===== config.mk =====
export PLATFORM = sky130hd
export DESIGN_NAME = dcm_fir
export DESIGN_NICKNAME = d
export VERILOG_FILES = /design/src/rtl/dcm_fir_pkg.sv /design/src/rtl/dcm_ctrl.sv /design/src/rtl/dcm_delay.sv /design/src/rtl/dcm_tap.sv /design/src/rtl/dcm_sum.sv /design/src/rtl/dcm_fir.sv
export SDC_FILE = /design/constraint.sdc
export NUM_CORES = 1
export LEC_CHECK = 0
export BUFFER_PORTS_ARGS = -buffer_cell sky130_fd_sc_hd__buf_2
export CORE_ASPECT_RATIO = 2
export CORE_MARGIN = 1
export CORE_UTILIZATION = 62
export CTS_BUF_LIST = sky130_fd_sc_hd__clkbuf_2 sky130_fd_sc_hd__clkbuf_4 sky130_fd_sc_hd__clkbuf_8
export DETAILED_ROUTE_END_ITERATION = 7
export PLACE_DENSITY = 0.79
export SLEW_MARGIN = 20
export SYNTH_ARGS = -nofsm -noshare
export SYNTH_HDL_FRONTEND = slang
export SYNTH_SLANG_ARGS = --single-unit

===== constraint.sdc =====
create_clock -name clk -period 5.2 [get_ports clk]
set_input_delay 0.78 -clock clk [delete_from_list [all_inputs] [get_ports clk]]
set_output_delay 0.78 -clock clk [all_outputs]
set_load 0.005 [all_outputs]

===== src/rtl/dcm_fir_pkg.sv =====
package dcm_fir_pkg;

  // Per-cycle action on the stored history.
  typedef enum logic [1:0] {
    ACT_IDLE  = 2'd0,
    ACT_LOAD  = 2'd1,
    ACT_CLEAR = 2'd2
  } dcm_act_e;

endpackage


===== src/rtl/dcm_ctrl.sv =====
module dcm_ctrl
  import dcm_fir_pkg::*;
(
  input  logic     in_valid,
  input  logic     flush,
  output dcm_act_e act
);

  // Flush wins over a sample presented in the same cycle.
  always_comb begin
    if (flush)         act = ACT_CLEAR;
    else if (in_valid) act = ACT_LOAD;
    else               act = ACT_IDLE;
  end

endmodule


===== src/rtl/dcm_delay.sv =====
module dcm_delay
  import dcm_fir_pkg::*;
#(
  parameter int NTAPS    = 4,
  parameter int SAMPLE_W = 8
) (
  input  logic                              clk,
  input  logic                              rst_n,
  input  dcm_act_e                          act,
  input  logic [SAMPLE_W-1:0]               smp_new,
  output logic [NTAPS-1:0][SAMPLE_W-1:0]    line
);

  localparam int NREG = NTAPS - 1;

  logic [NREG-1:0][SAMPLE_W-1:0] line_q, line_d;

  always_comb begin
    line_d = line_q;
    case (act)
      ACT_LOAD: begin
        line_d[0] = smp_new;
        for (int k = 1; k < NREG; k++) line_d[k] = line_q[k-1];
      end
      ACT_CLEAR: line_d = '0;
      default:   line_d = line_q;
    endcase
  end

  always_ff @(posedge clk or negedge rst_n) begin
    if (!rst_n) line_q <= '0;
    else        line_q <= line_d;
  end

  assign line[0] = smp_new;
  for (genvar k = 1; k < NTAPS; k++) begin : g_line
    assign line[k] = line_q[k-1];
  end

  // history only moves on an accepted sample
  p_idle_hold_r8: assert property (@(posedge clk) disable iff (!rst_n)
    (act == ACT_IDLE) |=> $stable(line_q));

  // flush empties the line
  p_line_clear_r5: assert property (@(posedge clk) disable iff (!rst_n)
    (act == ACT_CLEAR) |=> (line_q == '0));

endmodule


===== src/rtl/dcm_tap.sv =====
module dcm_tap
  import dcm_fir_pkg::*;
#(
  parameter int                      SAMPLE_W = 8,
  parameter int                      COEF_W   = 10,
  parameter int                      PROD_W   = 20,
  parameter logic signed [COEF_W-1:0] COEF    = '0,
  parameter logic signed [COEF_W:0]   DCOEF   = '0
) (
  input  logic                       clk,
  input  logic                       rst_n,
  input  dcm_act_e                   act,
  input  logic [SAMPLE_W-1:0]        smp,
  input  logic signed [PROD_W-1:0]   prod_up,
  output logic signed [PROD_W-1:0]   prod_out
);

  logic signed [PROD_W-1:0] reuse_q, reuse_d;
  logic signed [PROD_W-1:0] smp_s, dcoef_s, dprod;

  // Capture the upstream full product; it belongs to the sample this tap sees next.
  always_comb begin
    case (act)
      ACT_LOAD:  reuse_d = prod_up;
      ACT_CLEAR: reuse_d = '0;
      default:   reuse_d = reuse_q;
    endcase
  end

  always_ff @(posedge clk or negedge rst_n) begin
    if (!rst_n) reuse_q <= '0;
    else        reuse_q <= reuse_d;
  end

  assign smp_s    = PROD_W'($signed({1'b0, smp}));
  assign dcoef_s  = PROD_W'(DCOEF);
  assign dprod    = smp_s * dcoef_s;
  assign prod_out = dprod + reuse_q;

  // difference product plus reused product rebuilds the full product
  p_rebuild_r10: assert property (@(posedge clk) disable iff (!rst_n)
    prod_out == smp_s * PROD_W'(COEF));

  // flush zeroes the reused product
  p_reuse_clear_r5: assert property (@(posedge clk) disable iff (!rst_n)
    (act == ACT_CLEAR) |=> (reuse_q == '0));

endmodule


===== src/rtl/dcm_sum.sv =====
module dcm_sum #(
  parameter int NTAPS  = 4,
  parameter int PROD_W = 20,
  parameter int OUT_W  = 22
) (
  input  logic [NTAPS-1:0][PROD_W-1:0] prods,
  output logic signed [OUT_W-1:0]      total
);

  always_comb begin
    total = '0;
    for (int k = 0; k < NTAPS; k++)
      total = total + OUT_W'($signed(prods[k]));
  end

endmodule


===== src/rtl/dcm_fir.sv =====
module dcm_fir
  import dcm_fir_pkg::*;
#(
  parameter int                          NTAPS    = 4,
  parameter int                          SAMPLE_W = 8,
  parameter int                          COEF_W   = 10,
  parameter logic [NTAPS*COEF_W-1:0]     COEFS    = {10'h3F9, 10'd300, 10'h200, 10'd511},
  parameter int                          OUT_W    = COEF_W + SAMPLE_W + 2 + $clog2(NTAPS)
) (
  input  logic                      clk,
  input  logic                      rst_n,
  input  logic                      in_valid,
  input  logic [SAMPLE_W-1:0]       in_data,
  input  logic                      flush,
  output logic                      out_valid,
  output logic signed [OUT_W-1:0]   out_data
);

  localparam int PROD_W = COEF_W + SAMPLE_W + 2;

  // Reset synchronizer: asserts at once, releases on the clock.
  logic [1:0] rst_pipe;
  logic       rst_sync_n;

  always_ff @(posedge clk or negedge rst_n) begin
    if (!rst_n) rst_pipe <= '0;
    else        rst_pipe <= {rst_pipe[0], 1'b1};
  end
  assign rst_sync_n = rst_pipe[1];

  dcm_act_e act;

  dcm_ctrl i_ctrl (
    .in_valid (in_valid),
    .flush    (flush),
    .act      (act)
  );

  logic [NTAPS-1:0][SAMPLE_W-1:0] line;

  dcm_delay #(.NTAPS(NTAPS), .SAMPLE_W(SAMPLE_W)) i_delay (
    .clk     (clk),
    .rst_n   (rst_sync_n),
    .act     (act),
    .smp_new (in_data),
    .line    (line)
  );

  logic [NTAPS-1:0][PROD_W-1:0] prods;

  for (genvar k = 0; k < NTAPS; k++) begin : g_tap
    localparam logic signed [COEF_W-1:0] CK = COEFS[k*COEF_W +: COEF_W];
    if (k == 0) begin : g_head
      // Tap 0 uses its coefficient directly.
      assign prods[0] = PROD_W'($signed({1'b0, line[0]})) * PROD_W'(CK);
    end else begin : g_diff
      localparam logic signed [COEF_W-1:0] CP = COEFS[(k-1)*COEF_W +: COEF_W];
      localparam logic signed [COEF_W:0]   DK = (COEF_W+1)'(CK) - (COEF_W+1)'(CP);
      logic signed [PROD_W-1:0] p_out;
      dcm_tap #(
        .SAMPLE_W (SAMPLE_W),
        .COEF_W   (COEF_W),
        .PROD_W   (PROD_W),
        .COEF     (CK),
        .DCOEF    (DK)
      ) i_tap (
        .clk      (clk),
        .rst_n    (rst_sync_n),
        .act      (act),
        .smp      (line[k]),
        .prod_up  ($signed(prods[k-1])),
        .prod_out (p_out)
      );
      assign prods[k] = p_out;
    end
  end

  logic signed [OUT_W-1:0] total;

  dcm_sum #(.NTAPS(NTAPS), .PROD_W(PROD_W), .OUT_W(OUT_W)) i_sum (
    .prods (prods),
    .total (total)
  );

  // Output stage: next-state and register kept apart, load on accept.
  logic                    vld_d;
  logic signed [OUT_W-1:0] dat_d;

  always_comb begin
    vld_d = (act == ACT_LOAD);
    dat_d = (act == ACT_LOAD) ? total : out_data;
  end

  always_ff @(posedge clk or negedge rst_sync_n) begin
    if (!rst_sync_n) begin
      out_valid <= 1'b0;
      out_data  <= '0;
    end else begin
      out_valid <= vld_d;
      out_data  <= dat_d;
    end
  end

  // accepted sample gives a valid result next cycle
  p_valid_next_r2: assert property (@(posedge clk) disable iff (!rst_sync_n)
    (in_valid && !flush) |=> out_valid);

  // a sample alongside flush yields no result
  p_flush_drop_r6: assert property (@(posedge clk) disable iff (!rst_sync_n)
    flush |=> !out_valid);

  // no accept, result held
  p_hold_r7: assert property (@(posedge clk) disable iff (!rst_sync_n)
    !(in_valid && !flush) |=> (!out_valid && $stable(out_data)));

endmodule


## Word level (Yosys, flattened, before mapping)

Cells that the tools add are included.

| word-level totals | value |
|---|---|
| output and inout port bits | 23 |
| logic and storage cells | 28 |
| bits in registers | 109 |
| input bits | 12 |

| operators by class | value |
|---|---|
| equal/unequal tests | 2 |
| reductions and logical operators | 1 |
| multiplexer cells | 6 |
| $add $sub $neg | 6 |
| multipliers | 4 |

Operator list:

| operator | count |
|---|---|
| $pmux W20 S2 | 3 |
| $pmux W24 S2 | 1 |
| $add A19 B20 Y20 | 2 |
| $add A21 B20 Y22 | 1 |
| $add A22 B20 Y22 | 1 |
| $add A18 B20 Y21 | 1 |
| $add A20 B20 Y20 | 1 |
| $mul A9 B11 Y20 const B | 1 |
| $mul A9 B10 Y19 const B | 1 |
| $mul A8 B9 Y17 const B | 1 |
| $mul A8 B8 Y16 const B | 1 |
| $eq A2 B1 Y1 const B | 1 |
| $eq A2 B2 Y1 const B | 1 |
| $mux W2 | 1 |
| $reduce_bool A2 Y1 | 1 |
| $mux W1 | 1 |

## Longest topological paths before layout

| logic depth | value |
|---|---|
| word-level depth | 5 |
| gate-level depth with buffers | 30 |
| gate-level depth less buffers | 30 |

## Cells and area by module

A second synthesis with hierarchy kept.

| unflattened totals | value |
|---|---|
| cells, all modules | 1681 |
| area total of the unflattened synthesis | 14930.6 um2 |

Modules (own cells, without submodules):

| module | times used | seq. area each (um2) | area an instance (um2) | cells an instance |
|---|---|---|---|---|
| dcm_tap at g_tap[3].g_diff.i_tap | 1 | 500.5 | 3543.4 | 395 |
| dcm_tap at g_tap[2].g_diff.i_tap | 1 | 500.5 | 2952.8 | 348 |
| dcm_tap at g_tap[1].g_diff.i_tap | 1 | 500.5 | 2548.7 | 290 |
| dcm_fir | 1 | 625.6 | 2534.9 | 240 |
| dcm_sum | 1 | 0.0 | 2242.2 | 294 |
| dcm_delay | 1 | 600.6 | 1087.3 | 112 |
| dcm_ctrl | 1 | 0.0 | 21.3 | 2 |

## Worst setup path before layout

OpenSTA, ideal clock, no wires.

| timing | value |
|---|---|
| kind | register -> register |
| start | register i_delay.line_q, in the netlist i_delay.line[17] |
| end | register out_data[21] |
| library setup time | 0.083 ns |
| period minus slack after synthesis | 7.408 ns |
| buffers on the path | 0 |
| slack | -2.208 ns |
| data arrival time | 7.326 ns |
| data required time | 5.117 ns |
| stages on the path, launching flop included | 31 |
| cells stage by stage | dfrtp_1 -> ha_1 -> fa_1 -> fa_1 -> inv_1 -> fa_1 -> inv_1 -> ha_1 -> or2_2 -> a21oi_1 -> nor2_1 -> a21oi_1 -> xnor2_1 -> ha_1 -> and4_1 -> a21oi_1 -> o21ai_0 -> a211o_1 -> a21oi_1 -> xor2_1 -> fa_1 -> fa_1 -> inv_1 -> ha_1 -> and3_1 -> a221o_1 -> a31o_2 -> o31ai_1 -> o21ai_1 -> xor2_1 -> o21ai_0 |

| between the ends | value |
|---|---|
| longest elaborated chain between the ends | 4 |

RTL lines:

| what | line | text |
|---|---|---|
| start, declared | dcm_delay.sv:16 | `logic [NREG-1:0][SAMPLE_W-1:0] line_q, line_d;` |
| start signal, assigned | dcm_delay.sv:32 | `else line_q <= line_d;` |
| $mul A8 B8 Y16 | dcm_tap.sv:37 | `assign dprod = smp_s * dcoef_s;` |
| $add A19 B20 Y20 | dcm_tap.sv:38 | `assign prod_out = dprod + reuse_q;` |
| $add A21 B20 Y22 | dcm_sum.sv:13 | `total = total + OUT_W'($signed(prods[k]));` |
| $add A22 B20 Y22 | dcm_sum.sv:13 |  |
| end signal, assigned | dcm_fir.sv:100 | `out_data <= dat_d;` |
| end, declared | dcm_fir.sv:16 | `output logic signed [OUT_W-1:0] out_data` |

No other way between the ends.
A chain may end at the register's enable or synchronous reset.

## Final worst setup path

| timing | value |
|---|---|
| start | register i_delay.line_q, in the netlist i_delay.line[17] |
| end | register out_data[19] |

The elaborated chain is that of the path after synthesis.

==> results.json <==
{
  "max_stage_delay_ps": 500,
  "synth_edf_count": 0,
  "place_worst_setup_slack_ps": -2080,
  "worstSetupPathType": "reg -> reg",
  "period_share": 1.47,
  "syn_nets": 1755,
  "post-route-cell-area_um2": 17700,
  "cts_tree": "done",
  "setup_tns_ps": -24260,
  "synth-seq-area-share": 0.193,
  "netlist_instances": 1387,
  "grt_pass1_wl_mm": 63.6,
  "io_pins": 35,
  "cts.sinks": 104,
  "wl_per_cell_um": 21.5,
  "place.gp.congestion": 0.973,
  "reg2regPathDepth": 29,
  "crit_required_ps": 5520,
  "finClkSkew_ps": 9.33,
  "path_common_cell": "fa_1",
  "dpl_cell_area_um2": 16800,
  "syn_area_per_cell_um2": 9.70,
  "die_w_um": 106,
  "crit_path_start_kind": "register",
  "path_clk_slew_ps": 120,
  "critPathCaptureType": "register",
  "drv_cap": 0,
  "die-area_um2": 22300,
  "yosysWarnings": 0,
  "hold_viol_final": 0,
  "netlist_area_um2": 13500,
  "hpwlAfterDp_mm": 31.8,
  "firstDrtPassIters": 8,
  "final-max-slew-violation-count": 0,
  "clockBufferDepth": 2,
  "final_cells": 2024,
  "fin_ws_ps": -2450,
  "violations": "setup timing",
  "drtAntennaViolNets": 0,
  "grtUsageTotal": 0.377,
  "synth.distinct_cells": 73,
  "via_per_inst": 6.03,
  "synthArstFlopShare": 1.00,
  "htree_levels": 3,
  "max_freq_mhz": 131,
  "rows": 75,
  "antenna_found_initial": 0,
  "die_h_um": 210,
  "drtIter0Drc": 779,
  "grt_remaining_overflow": 0,
  "ys.flop_type": "dfrtp_1",
  "setup_viol": 20,
  "diodes": 0,
  "clkLatencyLatePin_ps": 440,
  "drive_above_1_share": 0.319,
  "routed_wirelength_mm": 43.5,
  "drc": 0,
  "rsz0062_at_grt": "yes",
  "fin_nets": 2118,
  "status": "finished with violations",
  "grt_pass1_vias": 13200,
  "period_needed_ps": 7650,
  "grt_max_degree": 63,
  "cts_root_buf": "clkbuf_8",
  "crit_slowest_cell": "fa_1",
  "floorplan.core_area_um2": 21100,
  "vias": 12200,
  "relSlewSlack": 0.391,
  "io_buffers": 34,
  "worstMarginPinSlew_ps": 913,
  "worstPathMaxFanout": 4,
  "syn_to_final_growth_pct": 31.6,
  "cp_data_arrival_time_ps": 7960,
  "cts_buffers": 9,
  "min_path_type": "in -> async",
  "dp.cells": 1989,
  "start_util": 0.638,
  "ys_ff_latch": 104
}
==> synth_stat cells (3+ instances only) <==
cell type,instances,area share
nand4_1,6,0.0028
xor2_1,26,0.017
o21bai_1,8,0.0045
a31oi_1,7,0.0033
nor2b_1,7,0.0033
o21ai_1,5,0.0019
ha_1,219,0.20
nand3_1,12,0.0045
o31a_1,5,0.0033
o21a_1,14,0.0078
a21oi_1,56,0.021
nand2b_1,16,0.0074
a211o_1,5,0.0033
nor4b_1,4,0.0026
o211ai_1,4,0.0022
a21o_1,28,0.016
fa_1,137,0.20
dfrtp_1,104,0.19
nor3b_1,8,0.0045
nor3_1,9,0.0033
and2_1,8,0.0037
a21oi_2,3,0.0020
buf_1,4,0.0011
or3_1,4,0.0019
nor2_1,112,0.031
and3_1,15,0.0070
a22o_1,3,0.0020
nand2_1,55,0.015
o21ai_0,52,0.019
a221o_1,8,0.0059
o31ai_1,5,0.0028
xnor2_1,68,0.044
a211oi_1,17,0.0095
inv_1,227,0.063
mux2i_1,57,0.042
clkbuf_1,19,0.0053
nand4b_1,3,0.0020
==> sequential cells by signal, indices dropped and copies added (netlist names) <==
| name | cells |
|---|---|
| out_valid | 1 |
| rst_pipe | 2 |
| out_data | 22 |
| i_delay.line | 24 |
| g_tap.g_diff.i_tap.reuse_q | 55 |
==> per-stage QoR <==
stage | hold WS [ps] | utilization
CTS | 99.3 | 0.817
global route | 94.2 | 0.839
finish | 105 | 0.839
detailed placement | 351 | 0.794
global placement | 337 | 0.794
floorplan | 331 | -
==> critical path, delay by kind of cell, from the launching register on <==
family	cells	cell delay [ps]
AND/OR/NAND/NOR	6	970
buffers and inverters	3	500
flip-flops	1	470
AO/OA/AOI/OAI	8	1530
XOR/XNOR	3	490
adder cells (fa/ha/maj)	9	3540
==> kinds of logic (layout without fill, tap and decap cells) <==
family / count (synthesis) / count (layout) / synth area share
mux: 58 / 58 / 0.0432
simple gates: 271 / 271 / 0.0970
compound gates: 249 / 249 / 0.125
other cells: 1 / 1 / 0.000279
flops: 104 / 104 / 0.193
fa+ha+maj: 356 / 356 / 0.407
xor+xnor: 94 / 94 / 0.0612
buf+inv: 254 / 622 / 0.0725
==> per-layer routing <==
layer	global-route usage	up-vias	wire, um
met4	0.349	0	4860
met3	0.0507	303	2700
met1	0.347	5955	13400
met2	0.695	552	22500
met5	0	-	0
li1	-	5403	-
==> what timing repair did <==
action                                  CTS  global route
endpoints found under the setup margin   21            22
buffers inserted                         10            13
resized for setup                        48            68
pin swaps                                42            64
hold buffers                              0             0
==> path summary, 6_finish.rpt <==
kind                       slack, ps                      endpoint                         start
max reg2reg                    -2450      out_data[19]$_DFFE_PN0P_  i_delay.line[17]$_DFFE_PN0P_
max in group asynchronous       3540  i_delay.line[25]$_DFFE_PN0P_         rst_pipe[1]$_DFF_PN0_
max                            -2450      out_data[19]$_DFFE_PN0P_  i_delay.line[17]$_DFFE_PN0P_
min in group clk                 380         rst_pipe[1]$_DFF_PN0_         rst_pipe[0]$_DFF_PN0_
min                              100         rst_pipe[0]$_DFF_PN0_                         rst_n
min reg2reg                      380         rst_pipe[1]$_DFF_PN0_         rst_pipe[0]$_DFF_PN0_
==> area by class of cell <==
class / count / area (um2)
Sequential cell: 104 / 2610
Multi-Input combinational cell: 1029 / 10900
Inverter: 227 / 852
Timing Repair Buffer: 379 / 2850
Tap cell: 269 / 337
Fill cell: 1133 / 3390
Clock inverter: 6 / 57.6
Clock buffer: 10 / 138
==> cells in the final DEF, fill, tap and decap left out, drive strengths merged, types with 10 or more instances in the layout <==
cell / synthesis / final
dfrtp: 104 / 104
mux2i: 57 / 57
fa: 137 / 137
buf: 8 / 379
o21a: 14 / 14
nand2: 55 / 55
and3: 16 / 16
nor2: 112 / 112
xnor2: 68 / 68
a21o: 28 / 28
a21oi: 59 / 59
nand3: 12 / 12
nand2b: 16 / 16
xor2: 26 / 26
o21ai: 57 / 57
a211oi: 18 / 18
ha: 219 / 219
inv: 227 / 232
clkbuf: 19 / 10
Power is left out: the tool's default activity adds up to more than one toggle a clock period on the data nets, which glitch-free logic cannot reach.
